**src/rtl/msi_cap_pkg.sv**
```systemverilog
package msi_cap_pkg;
   localparam int DW = 32;

   function automatic int f_log2(input int n);
      int r;
      r = 0;
      while ((1 << r) < n) r++;
      return r;
   endfunction

   function automatic logic [DW-1:0] f_vec_mask(input int n);
      return (n >= 32) ? '1 : DW'((64'd1 << n) - 64'd1);
   endfunction

   function automatic bit f_count_ok(input int n);
      return (n == 1) || (n == 2) || (n == 4) || (n == 8) || (n == 16) || (n == 32);
   endfunction

   localparam logic [DW-1:0] CTL_WMASK = 32'h0071_0000;
   localparam logic [DW-1:0] ALO_WMASK = 32'hFFFF_FFFC;
   localparam logic [DW-1:0] AHI_WMASK = 32'hFFFF_FFFF;
   localparam logic [DW-1:0] DAT_WMASK = 32'h0000_FFFF;
endpackage

```
**src/rtl/msi_cap_wreg.sv**
```systemverilog
module msi_cap_wreg #(
   parameter int               W     = 32,
   parameter logic [W-1:0]     WMASK = '0
) (
   input  logic             clk,
   input  logic             rst_n,
   input  logic             we,
   input  logic [W/8-1:0]   be,
   input  logic [W-1:0]     wdata,
   output logic [W-1:0]     q
);
   localparam int NB = W / 8;

   initial begin
      assert (W % 8 == 0) else $error("register width must be whole bytes");
   end

   for (genvar b = 0; b < NB; b++) begin : g_byte
      localparam logic [7:0] M = WMASK[b*8 +: 8];
      always_ff @(posedge clk or negedge rst_n) begin
         if (!rst_n)
            q[b*8 +: 8] <= '0;
         else if (we && be[b])
            q[b*8 +: 8] <= (q[b*8 +: 8] & ~M) | (wdata[b*8 +: 8] & M);
      end

      // a byte not enabled for write keeps its value
      a_r8_byte_held: assert property (@(posedge clk) disable iff (!rst_n)
         !(we && be[b]) |=> $stable(q[b*8 +: 8]));
   end
endmodule

```
**src/rtl/msi_cap_rdmux.sv**
```systemverilog
module msi_cap_rdmux #(
   parameter int ADDR_W  = 3,
   parameter bit HAS_AHI = 1'b1,
   parameter bit HAS_MSK = 1'b1,
   parameter int IDX_DAT = 3,
   parameter int IDX_MSK = 4
) (
   input  logic [ADDR_W-1:0] addr,
   input  logic [31:0]       ctl,
   input  logic [31:0]       alo,
   input  logic [31:0]       ahi,
   input  logic [31:0]       dat,
   input  logic [31:0]       msk,
   output logic [31:0]       rdata
);
   localparam logic [ADDR_W-1:0] A_CTL = ADDR_W'(0);
   localparam logic [ADDR_W-1:0] A_ALO = ADDR_W'(1);
   localparam logic [ADDR_W-1:0] A_AHI = ADDR_W'(2);
   localparam logic [ADDR_W-1:0] A_DAT = ADDR_W'(IDX_DAT);
   localparam logic [ADDR_W-1:0] A_MSK = ADDR_W'(IDX_MSK);

   always_comb begin
      rdata = '0;
      if (addr == A_CTL)                 rdata = ctl;
      else if (addr == A_ALO)            rdata = alo;
      else if (HAS_AHI && addr == A_AHI) rdata = ahi;
      else if (addr == A_DAT)            rdata = dat;
      else if (HAS_MSK && addr == A_MSK) rdata = msk;
   end
endmodule

```
**src/rtl/msi_cap_regs.sv**
```systemverilog
module msi_cap_regs
   import msi_cap_pkg::*;
#(
   parameter int         VEC_COUNT = 4,
   parameter bit         ADDR64    = 1'b1,
   parameter bit         PVMASK    = 1'b1,
   parameter int         ADDR_W    = 3,
   parameter logic [7:0] NEXT_PTR  = 8'h00
) (
   input  logic              clk,
   input  logic              rst_n,
   input  logic [ADDR_W-1:0] cfg_addr,
   input  logic              cfg_wr,
   input  logic [3:0]        cfg_be,
   input  logic [31:0]       cfg_wdata,
   output logic [31:0]       cfg_rdata,
   output logic [63:0]       msg_addr,
   output logic [15:0]       msg_data,
   output logic              msi_enable,
   output logic [5:0]        alloc_count,
   output logic [31:0]       mask_bits
);
   localparam int           LOG2N   = f_log2(VEC_COUNT);
   localparam int           IDX_DAT = ADDR64 ? 3 : 2;
   localparam int           IDX_MSK = IDX_DAT + 1;
   localparam logic [31:0]  MSK_WMASK = f_vec_mask(VEC_COUNT);
   localparam logic [31:0]  CTL_CONST = {7'b0, PVMASK, ADDR64, 3'b000, 3'(LOG2N),
                                         1'b0, NEXT_PTR, 8'h05};

   initial begin
      assert (f_count_ok(VEC_COUNT)) else $error("VEC_COUNT must be 1,2,4,8,16 or 32");
      assert ((1 << ADDR_W) > IDX_MSK + 1) else $error("ADDR_W too small for layout");
   end

   logic [31:0] ctl_q, alo_q, ahi_q, dat_q, msk_q;
   logic [31:0] ctl_rd;

   function automatic logic f_sel(input logic [ADDR_W-1:0] a, input int idx);
      return a == ADDR_W'(idx);
   endfunction

   msi_cap_wreg #(.W(32), .WMASK(CTL_WMASK)) u_ctl (
      .clk(clk), .rst_n(rst_n), .we(cfg_wr && f_sel(cfg_addr, 0)),
      .be(cfg_be), .wdata(cfg_wdata), .q(ctl_q));

   msi_cap_wreg #(.W(32), .WMASK(ALO_WMASK)) u_alo (
      .clk(clk), .rst_n(rst_n), .we(cfg_wr && f_sel(cfg_addr, 1)),
      .be(cfg_be), .wdata(cfg_wdata), .q(alo_q));

   if (ADDR64) begin : g_ahi
      msi_cap_wreg #(.W(32), .WMASK(AHI_WMASK)) u_ahi (
         .clk(clk), .rst_n(rst_n), .we(cfg_wr && f_sel(cfg_addr, 2)),
         .be(cfg_be), .wdata(cfg_wdata), .q(ahi_q));
   end else begin : g_no_ahi
      assign ahi_q = '0;
   end

   msi_cap_wreg #(.W(32), .WMASK(DAT_WMASK)) u_dat (
      .clk(clk), .rst_n(rst_n), .we(cfg_wr && f_sel(cfg_addr, IDX_DAT)),
      .be(cfg_be), .wdata(cfg_wdata), .q(dat_q));

   if (PVMASK) begin : g_msk
      msi_cap_wreg #(.W(32), .WMASK(MSK_WMASK)) u_msk (
         .clk(clk), .rst_n(rst_n), .we(cfg_wr && f_sel(cfg_addr, IDX_MSK)),
         .be(cfg_be), .wdata(cfg_wdata), .q(msk_q));
   end else begin : g_no_msk
      assign msk_q = '0;
   end

   assign ctl_rd = CTL_CONST | ctl_q;

   msi_cap_rdmux #(
      .ADDR_W(ADDR_W), .HAS_AHI(ADDR64), .HAS_MSK(PVMASK),
      .IDX_DAT(IDX_DAT), .IDX_MSK(IDX_MSK)
   ) u_rdmux (
      .addr(cfg_addr), .ctl(ctl_rd), .alo(alo_q), .ahi(ahi_q),
      .dat(dat_q), .msk(msk_q), .rdata(cfg_rdata));

   logic [2:0] mme, eff;
   assign mme         = ctl_q[22:20];
   assign eff         = (mme > 3'(LOG2N)) ? 3'(LOG2N) : mme;
   assign alloc_count = 6'd1 << eff;

   assign msg_addr   = {ahi_q, alo_q};
   assign msg_data   = dat_q[15:0];
   assign msi_enable = ctl_q[16];
   assign mask_bits  = msk_q;

   // identifier byte constant at dword 0
   a_r1_cap_id: assert property (@(posedge clk) disable iff (!rst_n)
      (cfg_addr == '0) |-> (cfg_rdata[7:0] == 8'h05));
   // enable follows a write of byte 2 of dword 0
   a_r2_enable_write: assert property (@(posedge clk) disable iff (!rst_n)
      (cfg_wr && cfg_addr == '0 && cfg_be[2]) |=> (msi_enable == $past(cfg_wdata[16])));
   // low address bits never set
   a_r3_addr_align: assert property (@(posedge clk) disable iff (!rst_n)
      (cfg_addr == ADDR_W'(1)) |-> (cfg_rdata[1:0] == 2'b00));
   // mask bits above the vector count stay clear
   a_r6_mask_high_zero: assert property (@(posedge clk) disable iff (!rst_n)
      (mask_bits & ~MSK_WMASK) == '0);
   // allocation never exceeds the capable count
   a_r10_alloc_bound: assert property (@(posedge clk) disable iff (!rst_n)
      (alloc_count <= 6'(VEC_COUNT)) && $onehot0(alloc_count));
endmodule

```
**config.mk**
```make
export PLATFORM = sky130hd
export DESIGN_NAME = msi_cap_regs
export DESIGN_NICKNAME = d
export VERILOG_FILES = /design/src/rtl/msi_cap_pkg.sv /design/src/rtl/msi_cap_wreg.sv /design/src/rtl/msi_cap_rdmux.sv /design/src/rtl/msi_cap_regs.sv
export SDC_FILE = /design/constraint.sdc
export NUM_CORES = 1
export LEC_CHECK = 0
export BUFFER_PORTS_ARGS = -buffer_cell sky130_fd_sc_hd__buf_2
export CORE_UTILIZATION = 51
export CTS_CLUSTER_SIZE = 20
export DETAILED_ROUTE_END_ITERATION = 10
export PLACE_DENSITY = 0.95
export SLEW_MARGIN = 30
export SYNTH_ARGS = -nofsm -noshare
export SYNTH_HDL_FRONTEND = slang
export SYNTH_SLANG_ARGS = --single-unit
```
**constraint.sdc**
```tcl
create_clock -name clk -period 1.55 [get_ports clk]
set_input_delay 0.155 -clock clk [delete_from_list [all_inputs] [get_ports clk]]
set_output_delay 0.155 -clock clk [all_outputs]
set_load 0.01 [all_outputs]
```
==> flow_metrics.env, run 1 <==
export IMPL_cts_root_buf="clkbuf_8"
export IMPL_status="finished clean"
export IMPL_cts_tree="done"
export IMPL_slew_violations=0
export IMPL_postRouteAntennaNets=0
export IMPL_via_count=3383
export IMPL_cp_arrival_ps=1390
export IMPL_setup_tns_ps=0
export IMPL_layout_drive_gt1_share_pct=58.8
export IMPL_design_core_area_mm2=0.00789
export IMPL_drc=0
export IMPL_max_freq_ghz=0.648
export IMPL_cts_inserted_buffers=9
export IMPL_finalClockSkew_ps=0
export IMPL_detail_route_iter0_violations=158
export IMPL_portBuffers=159
export IMPL_path_clk_slew_ps=80
export IMPL_yosysTopAreaCellShare_pct=50.5
export IMPL_yosysTopAreaCell="dfrtp_1"
export IMPL_synth_area_per_cell_um2=12.5
export IMPL_grt_pass1_vias=3455
export IMPL_p_per_area_mw_per_mm2=1300
export IMPL_setup_slack_ps=6.46
export IMPL_fin_nets=561
export IMPL_yosysUniqueCellTypes=28
export IMPL_grt_max_degree=46
export IMPL_crit_required_ps=1390
export IMPL_dpl_cell_area_mm2=0.00513
export IMPL_p_leak_nw=2.85
export IMPL_ys_flop_type="dfrtp_1"
export IMPL_die_y_um=93.4
export IMPL_peakVddDrop_mv=0.820
export IMPL_synthTopCellsByArea="dfrtp_1 51%, mux2_2 24%, buf_4 6.0%"
export IMPL_clkLatencyLatePin_ps=350
export IMPL_dr_pass1_iters=4
export IMPL_synthArstFlopShare_pct=100
export IMPL_areaGrowthSynthToFinish_pct=29.0
export IMPL_rsz0062_at_grt="true"
export IMPL_fp_dieW_um=93.4
export IMPL_place_congestion=0.794
export IMPL_antenna_cells=0
export IMPL_wl_per_cell_um=18.2
export IMPL_most_common_layout_cells="158 x buf_2, 86 x dfrtp_1, 84 x mux2_2, 33 x conb_1, 27 x nor2_1"
export IMPL_cts_sinks=86
export IMPL_htreeDepth=3
export IMPL_synth_cells=342
export IMPL_hold_viol_final=0
export IMPL_ios=193
export IMPL_track_usage_pct=26.9
export IMPL_period_share_pct=99.6
export IMPL_dieArea_mm2=0.00872
export IMPL_grt_ovfl_total=0
export IMPL_dp_hpwl_mm=8.45
export IMPL_grt_pass1_wl_mm=17.7
export IMPL_hp_class="input pin to register"
export IMPL_place_ws_ps=43.8
export IMPL_wirelength_mm=11.4
export IMPL_critPathMaxFanout=3
export IMPL_critPathKind="register to primary output"
export IMPL_setup_violations=0
export IMPL_clockBufferDepth=2
export IMPL_yosysSeqAreaShare_pct=50.5
export IMPL_vias_per_cell=5.40
export IMPL_crit_path_end_kind="primary output"
export IMPL_ys_warnings_count=0
export IMPL_synth_area_mm2=0.00426
export IMPL_ys_ff_latch=86
export IMPL_num_rows=32
export IMPL_maxCapViolations=0
export IMPL_period_minus_slack_ps=1540
export IMPL_synth_edf_count=0
export IMPL_mostFrequentLayoutCell="buf_2"
export IMPL_antenna_found_initial=0
export IMPL_final_area_mm2=0.00550
export IMPL_start_util_pct=54.0
export IMPL_cp_start_kind="register"
## Yosys cell counts, drive strengths merged (2+ instances only)
cell	instances
nand4	2
nand2b	5
dfrtp	86
nand2	11
nor2	28
inv	5
a21oi	5
a2bb2oi	4
mux2	99
and4bb	2
nor2b	6
o22ai	2
a21o	4
mux2i	6
clkbuf	4
a22oi	21
buf	45
## worst max-delay path, cell delays in order (launching register included)
cell and delay, ps:
dfrtp_1 400, mux2_4 290, a22oi_2 130, nor2_1 80, buf_2 150
## cells by family (layout without fill, tap and decap cells)
logic type	after synthesis	after routing	synth area share (%)
AOI/OAI and AO/OA	38	38	6.46
buffers and inverters	54	204	8.08
and+or+nand+nor	58	58	7.28
DFF	86	86	50.5
muxes	105	105	27.6
other	1	33	0.0880
## power breakdown
group	total, mW	switching [mW]	internal, mW
clock network	1.71	0.755	0.955
registers	3.19	0.425	2.77
logic	2.25	1.09	1.16
## path summary, 6_finish.rpt
path	from	end	slack, ps	cells past startpoint
max in group asynchronous	rst_n	g_ahi.u_ahi.q[12]	720	3
hold reg to reg	g_ahi.u_ahi.q[31]	g_ahi.u_ahi.q[31]	530	1
setup reg to reg	u_dat.q[3]	u_dat.q[3]	650	2
setup / recovery	g_ahi.u_ahi.q[14]	cfg_rdata[14]	6	4
hold / removal	cfg_wdata[27]	g_ahi.u_ahi.q[27]	30	2
min in group asynchronous	rst_n	g_ahi.u_ahi.q[20]	250	2
## through the flow
step	hold slack (ps)	utilization (%)	std cells	power [mW]
6_report	32.0	69.7	626	7.16
5_1_grt	17.7	69.7	626	7.54
4_1_cts	22.6	68.1	618	7.06
3_5_place_dp	93.1	65.0	600	5.32
3_3_place_gp	82.2	65.0	600	5.19
2_1_floorplan	-141	-	374	4.34
## area by class of cell
| class | count | area (µm²) |
|---|---|---|
| tap | 102 | 128 |
| sequential | 86 | 2150 |
| clock inverter | 3 | 67.6 |
| clock buffer | 13 | 149 |
| fill | 567 | 2390 |
| inverter | 5 | 18.8 |
| multi-input combinational | 234 | 1960 |
| timing repair buffer | 183 | 1020 |
## sequential cells by signal (all words and copies together) (netlist names)
name           cells
u_alo.q           30
u_ctl.q            4
g_ahi.u_ahi.q     32
u_dat.q           16
g_msk.u_msk.q      4
## timing repair
action                                 CTS  global route
setup endpoints to repair                4            14
resized for setup                        3            14
pin swaps                                0             2
buffers inserted                         1             8
endpoints found under the hold margin   25             0
hold buffers                             1             0
## layer usage
metal	track usage (%)	share of wire, %
met4	11.5	2.6
met5	0	0
met3	6.42	8.3
met1	30.9	38
met2	47.5	51
Note: power is estimated with default switching activity, not from simulation.
==> run 2: changes to the inputs <==
- CORE_UTILIZATION: 51 -> 50
- HOLD_SLACK_MARGIN: not set -> 0.02
- PLACE_DENSITY: 0.95 -> 0.94
==> run 2 against run 1 <==
Sequential cell count is the same. Cell count fell by 0.32%. Non-clock buffer count shrank 5. Total power fell by 5.0%. Fmax up 1.4%. Combinational power shrank 4%. Critical path depth unchanged. Wire length down 6.5%. Die area up 1.9%. Worst hold slack better by 1.1 ps. Global-route usage decreased by 2.6 points. Cell area fell by 1.7%. Critical endpoint is now cfg_rdata[11]. Largest cell class unchanged. Largest power group unchanged. Highest routed layer unchanged.
==> flow_metrics.env, run 2 (synthesized netlist as in run 1, its figures left out) <==
export IMPL_drc=0
export IMPL_setup_slack_ps=27.5
export IMPL_path_clk_slew_ps=90
export IMPL_setup_violations=0
export IMPL_layout_drive_gt1_share_pct=59.3
export IMPL_place_ws_ps=76.4
export IMPL_maxCapViolations=0
export IMPL_hp_class="input pin to register"
export IMPL_swShare_pct=33.7
export IMPL_busiest_layer="met2"
export IMPL_grt_pass1_vias=3215
export IMPL_reg2reg_setup_slack_ps=670
export IMPL_peakVddDrop_mv=0.835
export IMPL_crit_path_end_kind="primary output"
export IMPL_clkLatencyLatePin_ps=340
export IMPL_whs_path_depth=2
export IMPL_cts_inserted_buffers=9
export IMPL_setup_tns_ps=0
export IMPL_power_frac_seq_pct=46.9
export IMPL_areaGrowthSynthToFinish_pct=26.8
export IMPL_cts_sinks=86
export IMPL_vias_per_cell=5.26
export IMPL_fin_nets=556
export IMPL_finalClockSkew_ps=0
export IMPL_critPathMaxFanout=3
export IMPL_slew_violations=0
export IMPL_use_met1_pct=29.7
export IMPL_p_leak_nw=2.79
export IMPL_layout_cells_non_filler=624
export IMPL_r2r_end="u_dat.q[9]"
export IMPL_cp_arrival_ps=1370
export IMPL_rsz0062_at_grt="true"
export IMPL_period_minus_slack_ps=1520
export IMPL_grt_ovfl_total=0
export IMPL_regToRegStartpoint="u_dat.q[9]"
export IMPL_critPathKind="register to primary output"
export IMPL_grt_pass1_wl_mm=16.3
export IMPL_cp_start_kind="register"
export IMPL_p_total_mw=6.80
export IMPL_postRouteAntennaNets=0
export IMPL_min_from="cfg_wdata[31]"
export IMPL_worstRegToRegCells=2
export IMPL_dpl_cell_area_mm2=0.00510
export IMPL_grt_util_met2_pct=41.9
export IMPL_p_int_mw=4.51
export IMPL_wl_per_cell_um=17.0
export IMPL_htreeDepth=3
export IMPL_mostFrequentLayoutCell="buf_2"
export IMPL_detail_route_iter0_violations=86
export IMPL_combPwrFrac_pct=31.7
export IMPL_hold_path_end="g_ahi.u_ahi.q[31]"
export IMPL_reg_top3="g_ahi.u_ahi.q: 32 flops, u_alo.q: 30 flops, u_dat.q: 16 flops"
export IMPL_place_congestion=0.804
export IMPL_ios=193
export IMPL_final_area_mm2=0.00540
export IMPL_fp_dieW_um=94.3
export IMPL_grt_max_degree=43
export IMPL_design_core_area_mm2=0.00822
export IMPL_portBuffers=159
export IMPL_antenna_found_initial=0
export IMPL_dieArea_mm2=0.00889
export IMPL_clkPwrFrac_pct=21.4
export IMPL_cts_root_buf="clkbuf_8"
export IMPL_start_util_pct=51.9
export IMPL_dr_pass1_iters=4
export IMPL_max_freq_ghz=0.657
export IMPL_most_common_layout_cells="158 x buf_2, 88 x mux2_2, 86 x dfrtp_1, 33 x conb_1, 28 x nor2_1"
export IMPL_largest_reg_flops=32
export IMPL_antenna_cells=0
export IMPL_crit_required_ps=1390
export IMPL_p_per_area_mw_per_mm2=1260
export IMPL_p_sw_mw=2.29
export IMPL_top_register="g_ahi.u_ahi.q"
export IMPL_period_share_pct=98.2
export IMPL_wirelength_mm=10.6
export IMPL_grt_use_met3_pct=6.31
export IMPL_dp_hpwl_mm=7.86
export IMPL_status="finished clean"
export IMPL_clockBufferDepth=2
export IMPL_place_inst=602
export IMPL_die_y_um=94.3
export IMPL_via_count=3280
export IMPL_track_usage_pct=24.3
export IMPL_num_rows=33
export IMPL_hold_viol_final=0
export IMPL_cts_tree="done"
[run 2: changes by cell type in the layout (fill, tap and decap cells not counted), moves of 2 or more]
cell / previous run / this run
buf_12: 3 / 1
mux2_4: 6 / 2
a22oi_2: 8 / 11
a22oi_1: 13 / 10
clkbuf_1: 3 / 0
buf_4: 21 / 17
mux2_2: 84 / 88
clkinv_4: 0 / 2
bufinv_16: 2 / 0
[run 2: power groups by stage]
stage / Sequential [mW] / Clock (mW) / Combinational [mW]
2_1_floorplan: 3.38 / 0 / 0.965
3_3_place_gp: 3.17 / 0 / 1.99
3_5_place_dp: 3.22 / 0 / 2.06
4_1_cts: 3.18 / 1.48 / 2.07
5_1_grt: 3.25 / 1.56 / 2.34
6_report: 3.19 / 1.45 / 2.15
[run 2: layout make-up]
type | count | area (µm²)
clock buffer | 10 | 138
inverter | 5 | 18.8
sequential | 86 | 2150
fill | 619 | 2820
timing repair buffer | 178 | 960
multi-input combinational | 234 | 1960
tap | 105 | 131
clock inverter | 6 | 46.3
[run 2: worst max path at each step]
stage | startpoint | end | slack [ps]
after floorplan | cfg_addr[0] | cfg_rdata[13] | 300
after detailed placement | cfg_addr[1] | cfg_rdata[25] | 80
final | u_dat.q[11] | cfg_rdata[11] | 30
after CTS | u_dat.q[9] | cfg_rdata[9] | 1
after global routing | u_dat.q[12] | cfg_rdata[12] | -60
after global placement | cfg_addr[1] | cfg_rdata[12] | 130
[run 2: metal layers]
| metal | up-vias | part of all wire, % |
|---|---|---|
| met5 | - | 0 |
| met4 | 0 | 1.6 |
| met3 | 17 | 7.1 |
| li1 | 1493 | - |
| met2 | 144 | 50 |
| met1 | 1626 | 42 |
[run 2: timing repair]
action | in CTS | in global routing
setup endpoints to repair | 0 | 21
buffers inserted | 0 | 5
endpoints found under the hold margin | 33 | 0
hold buffers | 1 | 0
gates resized for setup | 0 | 16
[run 2: through the flow]
stage          hold WS (ps)  util, %
2_1_floorplan          -141        -
3_3_place_gp            128     62.0
3_5_place_dp            137     62.0
4_1_cts                25.1     64.4
5_1_grt                22.6     65.7
6_report               33.1     65.7
[run 2: critical path, stage by stage, from the launching register on]
cell,delay (ps)
dfrtp_1,410
mux2_2,280
a22oi_2,130
nor2_1,60
buf_2,140
==> run 3: changes to the inputs <==
--- a/config.mk
+++ b/config.mk
@@ -8,2 +8,3 @@
 export BUFFER_PORTS_ARGS = -buffer_cell sky130_fd_sc_hd__buf_2
+export CAP_MARGIN = 20
 export CORE_UTILIZATION = 50
@@ -13,2 +14,3 @@
 export PLACE_DENSITY = 0.94
+export RECOVER_POWER = 100
 export SLEW_MARGIN = 30
--- a/constraint.sdc
+++ b/constraint.sdc
@@ -3,2 +3,2 @@
 set_output_delay 0.155 -clock clk [all_outputs]
-set_load 0.01 [all_outputs]
+set_load 0.1 [all_outputs]
==> run 3 against run 2 <==
The flow now finishes with violations (setup timing). Global-route usage up 7.7 points. Combinational power grew to 3.7 times the previous value. Via count is 13% higher. Sequential share of layout area fell by 5.1 points. First-iteration DRC count grew 40%. Critical path depth is the same. Clock-buffer cell count up 1. Critical path type unchanged. Critical endpoint is now cfg_rdata[5].
==> flow_metrics.env, run 3 (synthesized netlist as in run 1, its figures left out) <==
export IMPL_num_rows=33
export IMPL_grt_pass1_vias=3791
export IMPL_regToRegStartpoint="u_alo.q[3]"
export IMPL_slew_violations=0
export IMPL_dr_pass1_iters=4
export IMPL_hold_viol_final=0
export IMPL_place_congestion=0.827
export IMPL_dp_hpwl_mm=8.94
export IMPL_most_common_layout_cells="74 x mux2_2, 74 x buf_2, 52 x clkbuf_2, 43 x dfrtp_4, 41 x buf_4"
export IMPL_wirelength_mm=14.5
export IMPL_final_fill_count=423
export IMPL_antenna_cells=0
export IMPL_status="complete, but fails checks"
export IMPL_max_freq_ghz=0.578
export IMPL_critPathMaxFanout=3
export IMPL_detail_route_iter0_violations=120
export IMPL_antenna_found_initial=0
export IMPL_whs_path_depth=2
export IMPL_place_inst=606
export IMPL_vias_per_cell=5.64
export IMPL_multi_input_area_mm2=0.00234
export IMPL_dpl_cell_area_mm2=0.00618
export IMPL_reg2reg_setup_slack_ps=370
export IMPL_die_y_um=94.3
export IMPL_period_minus_slack_ps=1730
export IMPL_crit_required_ps=1390
export IMPL_reg_top3="g_ahi.u_ahi.q: 32 flops, u_alo.q: 30 flops, u_dat.q: 16 flops"
export IMPL_drc=0
export IMPL_path_clk_slew_ps=90
export IMPL_layout_drive_gt1_share_pct=82.7
export IMPL_period_share_pct=112
export IMPL_cts_inserted_buffers=9
export IMPL_portBuffers=159
export IMPL_register_area_mm2=0.00236
export IMPL_wl_per_cell_um=22.1
export IMPL_ios=193
export IMPL_grt_ovfl_total=0
export IMPL_design_core_area_mm2=0.00822
export IMPL_setup_violations=21
export IMPL_grt_pass1_wl_mm=20.8
export IMPL_peakVddDrop_mv=1.48
export IMPL_critPathKind="register to primary output"
export IMPL_cts_root_buf="clkbuf_8"
export IMPL_r2r_end="u_alo.q[3]"
export IMPL_hold_path_end="g_ahi.u_ahi.q[28]"
export IMPL_finalClockSkew_ps=0
export IMPL_p_leak_nw=3.03
export IMPL_cts_sinks=86
export IMPL_maxCapViolations=0
export IMPL_worstRegToRegCells=3
export IMPL_top_register="g_ahi.u_ahi.q"
export IMPL_fin_nets=587
export IMPL_htreeDepth=3
export IMPL_dieArea_mm2=0.00889
export IMPL_areaGrowthSynthToFinish_pct=59.5
export IMPL_rsz0062_at_grt="true"
export IMPL_cp_arrival_ps=1580
export IMPL_start_util_pct=51.9
export IMPL_clkLatencyLatePin_ps=350
export IMPL_p_per_area_mw_per_mm2=1930
export IMPL_grt_max_degree=42
export IMPL_postRouteAntennaNets=0
export IMPL_cts_tree="done"
export IMPL_hp_class="input pin to register"
export IMPL_fp_dieW_um=94.3
export IMPL_clockBufferDepth=2
export IMPL_slew_headroom_pct=43.1
export IMPL_violations="setup timing"
export IMPL_worst_pin_slew_ps=853
export IMPL_track_usage_pct=32.0
export IMPL_min_from="cfg_wdata[28]"
export IMPL_cp_start_kind="register"
export IMPL_via_count=3696
export IMPL_setup_slack_ps=-180
export IMPL_layout_cells_non_filler=655
export IMPL_final_area_mm2=0.00680
export IMPL_crit_path_end_kind="primary output"
export IMPL_largest_reg_flops=32
run 3: worst max-delay path, stage by stage, from the launching register on:
cell and delay, ps:
dfrtp_4 490, mux2_2 290, a22oi_2 190, nor2_4 80, buf_12 180
run 3: timing repair:
action,CTS,global route
setup endpoints to repair,22,29
hold buffers,2,0
endpoints found under the hold margin,30,0
buffers inserted,23,8
pin swaps,25,24
gates resized for setup,29,11
run 3: power by group:
group | total [mW] | leakage [nW] | switching, mW | internal (mW)
Sequential | 3.46 | 0.958 | 0.482 | 2.98
Combinational | 7.87 | 1.96 | 6.11 | 1.76
Clock | 1.79 | 0.113 | 0.830 | 0.957
run 3: worst max path at each step:
| stage | start | end | slack (ps) | cells past startpoint |
|---|---|---|---|---|
| after floorplan | u_dat.q[1] | cfg_rdata[1] | -60 | 2 |
| after global placement | cfg_addr[0] | g_ahi.u_ahi.q[6] | 60 | 4 |
| after detailed placement | cfg_addr[0] | cfg_rdata[21] | -40 | 6 |
| after CTS | u_dat.q[15] | cfg_rdata[15] | -170 | 4 |
| after global routing | u_alo.q[5] | cfg_rdata[5] | -210 | 4 |
| final | u_dat.q[5] | cfg_rdata[5] | -180 | 4 |
run 3: through the flow:
stage          setup WS (ps)  hold slack (ps)  TNS [ps]  util [%]  power (mW)
2_1_floorplan          -56.1             -141      -420         -        9.40
3_3_place_gp            63.4              111         0      75.2        10.6
3_5_place_dp           -44.5              116      -126      75.2        10.8
4_1_cts                 -167             25.6     -2170      82.1        12.9
5_1_grt                 -209             38.2     -3350      82.7        13.4
6_report                -180             35.8     -2490      82.7        13.1
run 3: per-layer routing:
layer	GRT usage [%]	up-vias	wire length, µm
li1	-	1552	-
met3	6.55	39	938
met4	16.3	0	448
met2	56.8	235	7710
met5	1.19	-	0
met1	36.0	1870	5370
run 3: cell type report:
| cell class | instances | area share (%) |
|---|---|---|
| clock buffers | 11 | 2.08 |
| clock inverters | 5 | 1.22 |
| inverters | 5 | 0.276 |
| multi-input cells | 234 | 34.5 |
| flip-flops and latches | 86 | 34.8 |
| well taps | 105 | 1.93 |
| repair buffers | 209 | 25.2 |
